--- src/rtl/usr_pkg.sv ---
package usr_pkg;

    typedef enum logic [1:0] {
        MODE_KEEP = 2'b00,
        MODE_DOWN = 2'b01,
        MODE_UP   = 2'b10,
        MODE_LOAD = 2'b11
    } usr_mode_e;

    typedef struct packed {
        usr_mode_e mode;
        logic      fill_lo;
        logic      fill_hi;
    } usr_ctrl_t;

    function automatic usr_ctrl_t make_ctrl(input logic [1:0] m, input logic lo, input logic hi);
        usr_ctrl_t c;
        c.mode    = usr_mode_e'(m);
        c.fill_lo = lo;
        c.fill_hi = hi;
        return c;
    endfunction

endpackage

--- src/rtl/usr_clear_sync.sv ---
module usr_clear_sync (
    input  logic clk,
    input  logic clr_n,
    output logic clr
);
    logic [1:0] rel_q;

    always_ff @(posedge clk or negedge clr_n) begin
        if (!clr_n) rel_q <= 2'b00;
        else        rel_q <= {rel_q[0], 1'b1};
    end

    assign clr = ~rel_q[1];

    p_clear_now_r5: assert property (@(posedge clk) !clr_n |-> clr)
        else $error("clear not active while clr_n low");
endmodule

--- src/rtl/usr_strobe_sync.sv ---
module usr_strobe_sync #(
    parameter bit EDGE_CAP = 1'b0
) (
    input  logic clk,
    input  logic clr,
    input  logic strobe,
    output logic cap
);
    logic meta_q, stb_s;

    always_ff @(posedge clk) begin
        meta_q <= strobe;
        stb_s  <= meta_q;
    end

    generate
        if (EDGE_CAP) begin : g_edge
            logic stb_d;
            // history is forced high during clear so a strobe already high at release is not an edge
            always_ff @(posedge clk or posedge clr) begin
                if (clr) stb_d <= 1'b1;
                else     stb_d <= stb_s;
            end
            assign cap = stb_s & ~stb_d & ~clr;

            p_single_pulse_r7: assert property (@(posedge clk) disable iff (clr)
                cap |=> !cap)
                else $error("edge capture lasted two cycles");
        end else begin : g_level
            assign cap = stb_s & ~clr;
        end
    endgenerate
endmodule

--- src/rtl/usr_core.sv ---
module usr_core
    import usr_pkg::*;
#(
    parameter int WIDTH = 4
) (
    input  logic             clk,
    input  logic             clr,
    input  logic             cap,
    input  usr_ctrl_t        ctrl,
    input  logic [WIDTH-1:0] din,
    output logic [WIDTH-1:0] q
);
    localparam int EXT = WIDTH + 1;

    logic [EXT-1:0]   from_hi;
    logic [EXT-1:0]   from_lo;
    logic [WIDTH-1:0] sel;

    assign from_hi = {ctrl.fill_hi, q};
    assign from_lo = {q, ctrl.fill_lo};

    generate
        for (genvar i = 0; i < WIDTH; i++) begin : g_bit
            always_comb begin
                unique case (ctrl.mode)
                    MODE_KEEP: sel[i] = q[i];
                    MODE_DOWN: sel[i] = from_hi[i+1];
                    MODE_UP:   sel[i] = from_lo[i];
                    MODE_LOAD: sel[i] = din[i];
                    default:   sel[i] = q[i];
                endcase
            end

            // each bit selects between new data and its own fed-back value
            always_ff @(posedge clk or posedge clr) begin
                if (clr)      q[i] <= 1'b0;
                else if (cap) q[i] <= sel[i];
            end
        end
    endgenerate

    p_load_r1: assert property (@(posedge clk) disable iff (clr)
        (cap && ctrl.mode == MODE_LOAD) |=> q == $past(din))
        else $error("parallel load wrong");
    p_down_r2: assert property (@(posedge clk) disable iff (clr)
        (cap && ctrl.mode == MODE_DOWN) |=> q == {$past(ctrl.fill_hi), $past(q[WIDTH-1:1])})
        else $error("move toward bit 0 wrong");
    p_up_r3: assert property (@(posedge clk) disable iff (clr)
        (cap && ctrl.mode == MODE_UP) |=> q == {$past(q[WIDTH-2:0]), $past(ctrl.fill_lo)})
        else $error("move toward top wrong");
    p_keep_r4: assert property (@(posedge clk) disable iff (clr)
        (ctrl.mode == MODE_KEEP || !cap) |=> $stable(q))
        else $error("word changed without an update");
    p_zero_r5: assert property (@(posedge clk) clr |-> q == '0)
        else $error("word not zero during clear");
endmodule

--- src/rtl/usr_out_pipe.sv ---
module usr_out_pipe #(
    parameter int WIDTH   = 4,
    parameter int OUT_LAT = 0
) (
    input  logic             clk,
    input  logic             clr,
    input  logic [WIDTH-1:0] d,
    output logic [WIDTH-1:0] q
);
    generate
        if (OUT_LAT == 0) begin : g_wire
            assign q = d;
        end else begin : g_regs
            logic [WIDTH-1:0] stage [OUT_LAT];
            always_ff @(posedge clk or posedge clr) begin
                if (clr) begin
                    for (int s = 0; s < OUT_LAT; s++) stage[s] <= '0;
                end else begin
                    stage[0] <= d;
                    for (int s = 1; s < OUT_LAT; s++) stage[s] <= stage[s-1];
                end
            end
            assign q = stage[OUT_LAT-1];

            p_first_stage_r9: assert property (@(posedge clk) disable iff (clr)
                1'b1 |=> stage[0] == $past(d))
                else $error("pipeline first stage wrong");
        end
    endgenerate
endmodule

--- src/rtl/usr_shift4.sv ---
module usr_shift4
    import usr_pkg::*;
#(
    parameter int WIDTH    = 4,
    parameter bit EDGE_CAP = 1'b0,
    parameter int OUT_LAT  = 0
) (
    input  logic             clk,
    input  logic             clr_n,
    input  logic [1:0]       mode,
    input  logic             sin_l,
    input  logic             sin_r,
    input  logic [WIDTH-1:0] din,
    input  logic             strobe,
    output logic [WIDTH-1:0] dout
);
    logic             clr;
    logic             cap;
    usr_ctrl_t        ctrl;
    logic [WIDTH-1:0] word;

    assign ctrl = make_ctrl(mode, sin_l, sin_r);

    usr_clear_sync u_clr (
        .clk   (clk),
        .clr_n (clr_n),
        .clr   (clr)
    );

    usr_strobe_sync #(.EDGE_CAP(EDGE_CAP)) u_stb (
        .clk    (clk),
        .clr    (clr),
        .strobe (strobe),
        .cap    (cap)
    );

    usr_core #(.WIDTH(WIDTH)) u_core (
        .clk  (clk),
        .clr  (clr),
        .cap  (cap),
        .ctrl (ctrl),
        .din  (din),
        .q    (word)
    );

    usr_out_pipe #(.WIDTH(WIDTH), .OUT_LAT(OUT_LAT)) u_pipe (
        .clk (clk),
        .clr (clr),
        .d   (word),
        .q   (dout)
    );

    p_out_zero_r5: assert property (@(posedge clk) clr |-> dout == '0)
        else $error("output not zero during clear");
endmodule

--- config.mk ---
export PLATFORM = sky130hd
export DESIGN_NAME = usr_shift4
export DESIGN_NICKNAME = d
export VERILOG_FILES = /design/src/rtl/usr_pkg.sv /design/src/rtl/usr_clear_sync.sv /design/src/rtl/usr_strobe_sync.sv /design/src/rtl/usr_core.sv /design/src/rtl/usr_out_pipe.sv /design/src/rtl/usr_shift4.sv
export SDC_FILE = /design/constraint.sdc
export NUM_CORES = 1
export LEC_CHECK = 0
export BUFFER_PORTS_ARGS = -buffer_cell sky130_fd_sc_hd__buf_4
export CAP_MARGIN = 20
export CORE_AREA = 2 2 39 41
export CTS_CLUSTER_DIAMETER = 30
export DETAILED_ROUTE_END_ITERATION = 7
export DIE_AREA = 0 0 41 43
export SYNTH_ARGS = -nofsm -noshare
export SYNTH_HDL_FRONTEND = slang
export SYNTH_SLANG_ARGS = --single-unit
--- constraint.sdc ---
create_clock -name clk -period 1.16 [get_ports clk]
set_input_delay 0.116 -clock clk [delete_from_list [all_inputs] [get_ports clk]]
set_output_delay 0.116 -clock clk [all_outputs]
set_load 0.005 [all_outputs]
==> results.py <==
metrics = {
    "placement": {
        "place.port_buffers": 14,
        "dpl_cell_area_um2": 463,
        "gp_congestion": 0.592,
    },
    "worst_setup_path": {
        "ff2ff_path_depth": 3,
        "cp_cell_sequence": "buf_4",
        "crit_required_ns": 1.04,
        "arrival_ns": 0.80,
        "rrSetupSlack_ns": 0.25,
        "worst-setup-path-type": "reg2out",
        "crit_buf_inv": 1,
        "cpLargestDelayFamily": "flip-flops",
        "end_kind": "primary output",
        "slowest_delay_ns": 0.41,
        "r2r_end": "u_core.q[1]",
        "worstPathMaxFanout": 4,
        "worstSetupStartpointType": "register",
        "crit_slowest_cell": "dfrtp_1",
        "rr_startpoint": "u_clr.rel_q[1]",
    },
    "power": {
        "p_per_area_nw_per_um2": 1410,
        "ir_drop_mv": 0.518,
        "switching_share": 0.248,
        "internal_power_w": 0.000539,
        "leakage_nw": 0.264,
        "clkPwrFrac": 0.319,
        "p_comb_frac": 0.203,
        "switchingPower_w": 0.000178,
        "seqPwrFrac": 0.477,
    },
    "cts": {
        "post_cts_buffers": 0,
        "clock_latency_ns": 0.25,
        "cts_max_path_buffers": 2,
        "cts_sinks": 8,
        "cts_hold_buf": 2,
        "cts-root-buf": "clkbuf_4",
        "htree_levels": 1,
        "cts-buffers-inserted": 3,
        "path_clk_slew_ns": 0.06,
        "cts_resized": 0,
        "cts_tree": "done",
    },
    "yosys": {
        "synth_commonest_cells": "dfrtp_1 (6), a211oi_1 (4), a21o_1 (4), mux2i_1 (4), nor2_1 (4)",
        "yosysSeqAreaShare": 0.539,
        "synth-xor-area-share": 0,
        "syn_inst": 28,
        "synth_top_family_by_area": "compound AO/OA/AOI/OAI gates",
        "synth_fa_ha_area_frac": 0,
        "synth_top_area_share": 0.426,
        "synth.distinct_cells": 9,
        "ys.flop_type": "dfrtp_1",
        "synthesis.area_um2": 353,
        "synth-compound-area-share": 0.230,
        "synthSimpleGateAreaFrac": 0.0426,
        "ys_async_sr_fraction": 0.750,
        "synth.most_common_cell": "dfrtp_1",
        "postSynthAreaPerCell_um2": 12.6,
        "ys_warn_count": 0,
        "synth.mux.area_fraction": 0.113,
        "synthTopCellsByArea": "dfrtp_1 (43%), dfxtp_1 (11%), mux2i_1 (11%)",
        "syn-num-nets": 39,
        "synth_edf_count": 0,
        "synth_area_leader_cell": "dfrtp_1",
        "ys_seq_elements": 8,
    },
    "floorplanning": {
        "rows": 14,
        "design.core.area_um2": 1380,
        "start_util": 0.255,
        "ios": 15,
        "die_y_um": 43,
        "die_x_um": 41,
        "die_area_um2": 1760,
    },
    "global_route": {
        "grtUsageMet3": 0.0471,
        "grt_pass1_vias": 314,
        "grt_pass1_wl_mm": 1.22,
        "grt_max_degree": 10,
        "busiest_layer": "met2",
        "grt-ovfl-total": 0,
        "grtUsageMet2": 0.153,
        "track_usage": 0.111,
        "antenna_found_initial": 0,
        "met1_usage": 0.123,
    },
    "worst_hold_path": {
        "min_path_type": "in2async",
    },
    "timing": {
        "setup_viol": 0,
        "min_period_ns": 0.920,
        "maxSlewViolCount": 0,
        "fin_tns_setup_ns": 0,
        "rsz0062_at_grt": "false",
        "clock_skew_ns": 0.00476,
        "fmax_mhz": 1090,
        "period_share": 0.793,
        "hold_viol": 0,
    },
    "final_layout": {
        "drive_above_1_share": 0.404,
        "antenna_cells": 0,
        "area_growth_pct": 44.3,
        "final_core_util": 0.368,
        "layout.nets": 59,
        "design_area_um2": 509,
        "fillers": 140,
    },
    "route": {
        "wl_per_cell_um": 10.4,
        "num_vias": 280,
        "viasPerCell": 4.44,
        "antenna_left": 0,
        "wl_um": 656,
        "drtPass1Iterations": 1,
        "drc": 0,
        "drt-initial-drc-count": 0,
    },
    "status": {
        "outcome": "complete, no violations",
    },
    "job": {
        "maxCapViolations": 0,
    },
}
[cells in the final DEF, fill, tap and decap left out, drive strengths merged]
cell         count
dfxtp            2
nor2             4
o211ai           1
dlygate4sd3      2
conb             1
a211oi           4
buf             15
mux2i            4
clkbuf           4
dfrtp            6
a21o             4
[power by group through the flow]
| stage | logic [W] | registers [W] | clock network, W |
|---|---|---|---|
| floorplan | 0.0000650 | 0.000347 | 0 |
| global placement | 0.000142 | 0.000346 | 0 |
| detailed placement | 0.000142 | 0.000348 | 0 |
| CTS | 0.000148 | 0.000342 | 0.000243 |
| global route | 0.000163 | 0.000348 | 0.000255 |
| finish | 0.000146 | 0.000342 | 0.000229 |
[stage by stage]
| step | power [W] | instances | worst slack, ns | hold slack (ns) |
|---|---|---|---|---|
| after global routing | 0.000766 | 63 | 0.123 | 0.173 |
| after detailed placement | 0.000490 | 57 | 0.252 | -0.100 |
| after global placement | 0.000488 | 57 | 0.246 | -0.101 |
| after CTS | 0.000733 | 63 | 0.226 | 0.163 |
| after floorplan | 0.000412 | 28 | 0.208 | -0.180 |
| final | 0.000716 | 63 | 0.240 | 0.177 |
[metal layers]
layer / share of wire / vias to the layer above / wire length, um
met3: 0.079 / 2 / 52
li1: - / 138 / -
met5: 0 / - / 0
met2: 0.47 / 9 / 310
met1: 0.43 / 131 / 284
met4: 0.012 / 0 / 8
[worst max-delay path by stage]
| stage | startpoint | end | depth (start not counted) |
|---|---|---|---|
| floorplan | u_clr.rel_q[1] | u_core.q[1] | 3 |
| global placement | mode[1] | u_core.q[2] | 4 |
| detailed placement | mode[1] | u_core.q[1] | 4 |
| CTS | u_core.q[1] | dout[1] | 1 |
| global route | u_clr.rel_q[1] | u_core.q[1] | 3 |
| finish | u_core.q[2] | dout[2] | 1 |
[kinds of logic (layout without fill, tap and decap cells)]
family	Yosys count	count (layout)
AO/OA/AOI/OAI	9	9
flip-flops	8	8
multiplexers	4	4
AND/OR/NAND/NOR	4	4
buffers and inverters	2	21
other	1	1
[layout make-up]
| cell class | instances | area (um^2) | area share |
|---|---|---|---|
| multi-input cells | 18 | 140 | 0.275 |
| repair buffers | 17 | 133 | 0.260 |
| well taps | 16 | 20.0 | 0.0393 |
| flip-flops and latches | 8 | 190 | 0.373 |
| clock buffers | 4 | 26.3 | 0.0516 |
[state kept, by name, summed over array words and instances, names as in the netlist]
signal	cells
u_clr.rel_q	2
u_core.q	4
u_stb.meta_q	1
u_stb.stb_s	1
Note: power is estimated with default switching activity, not from simulation.
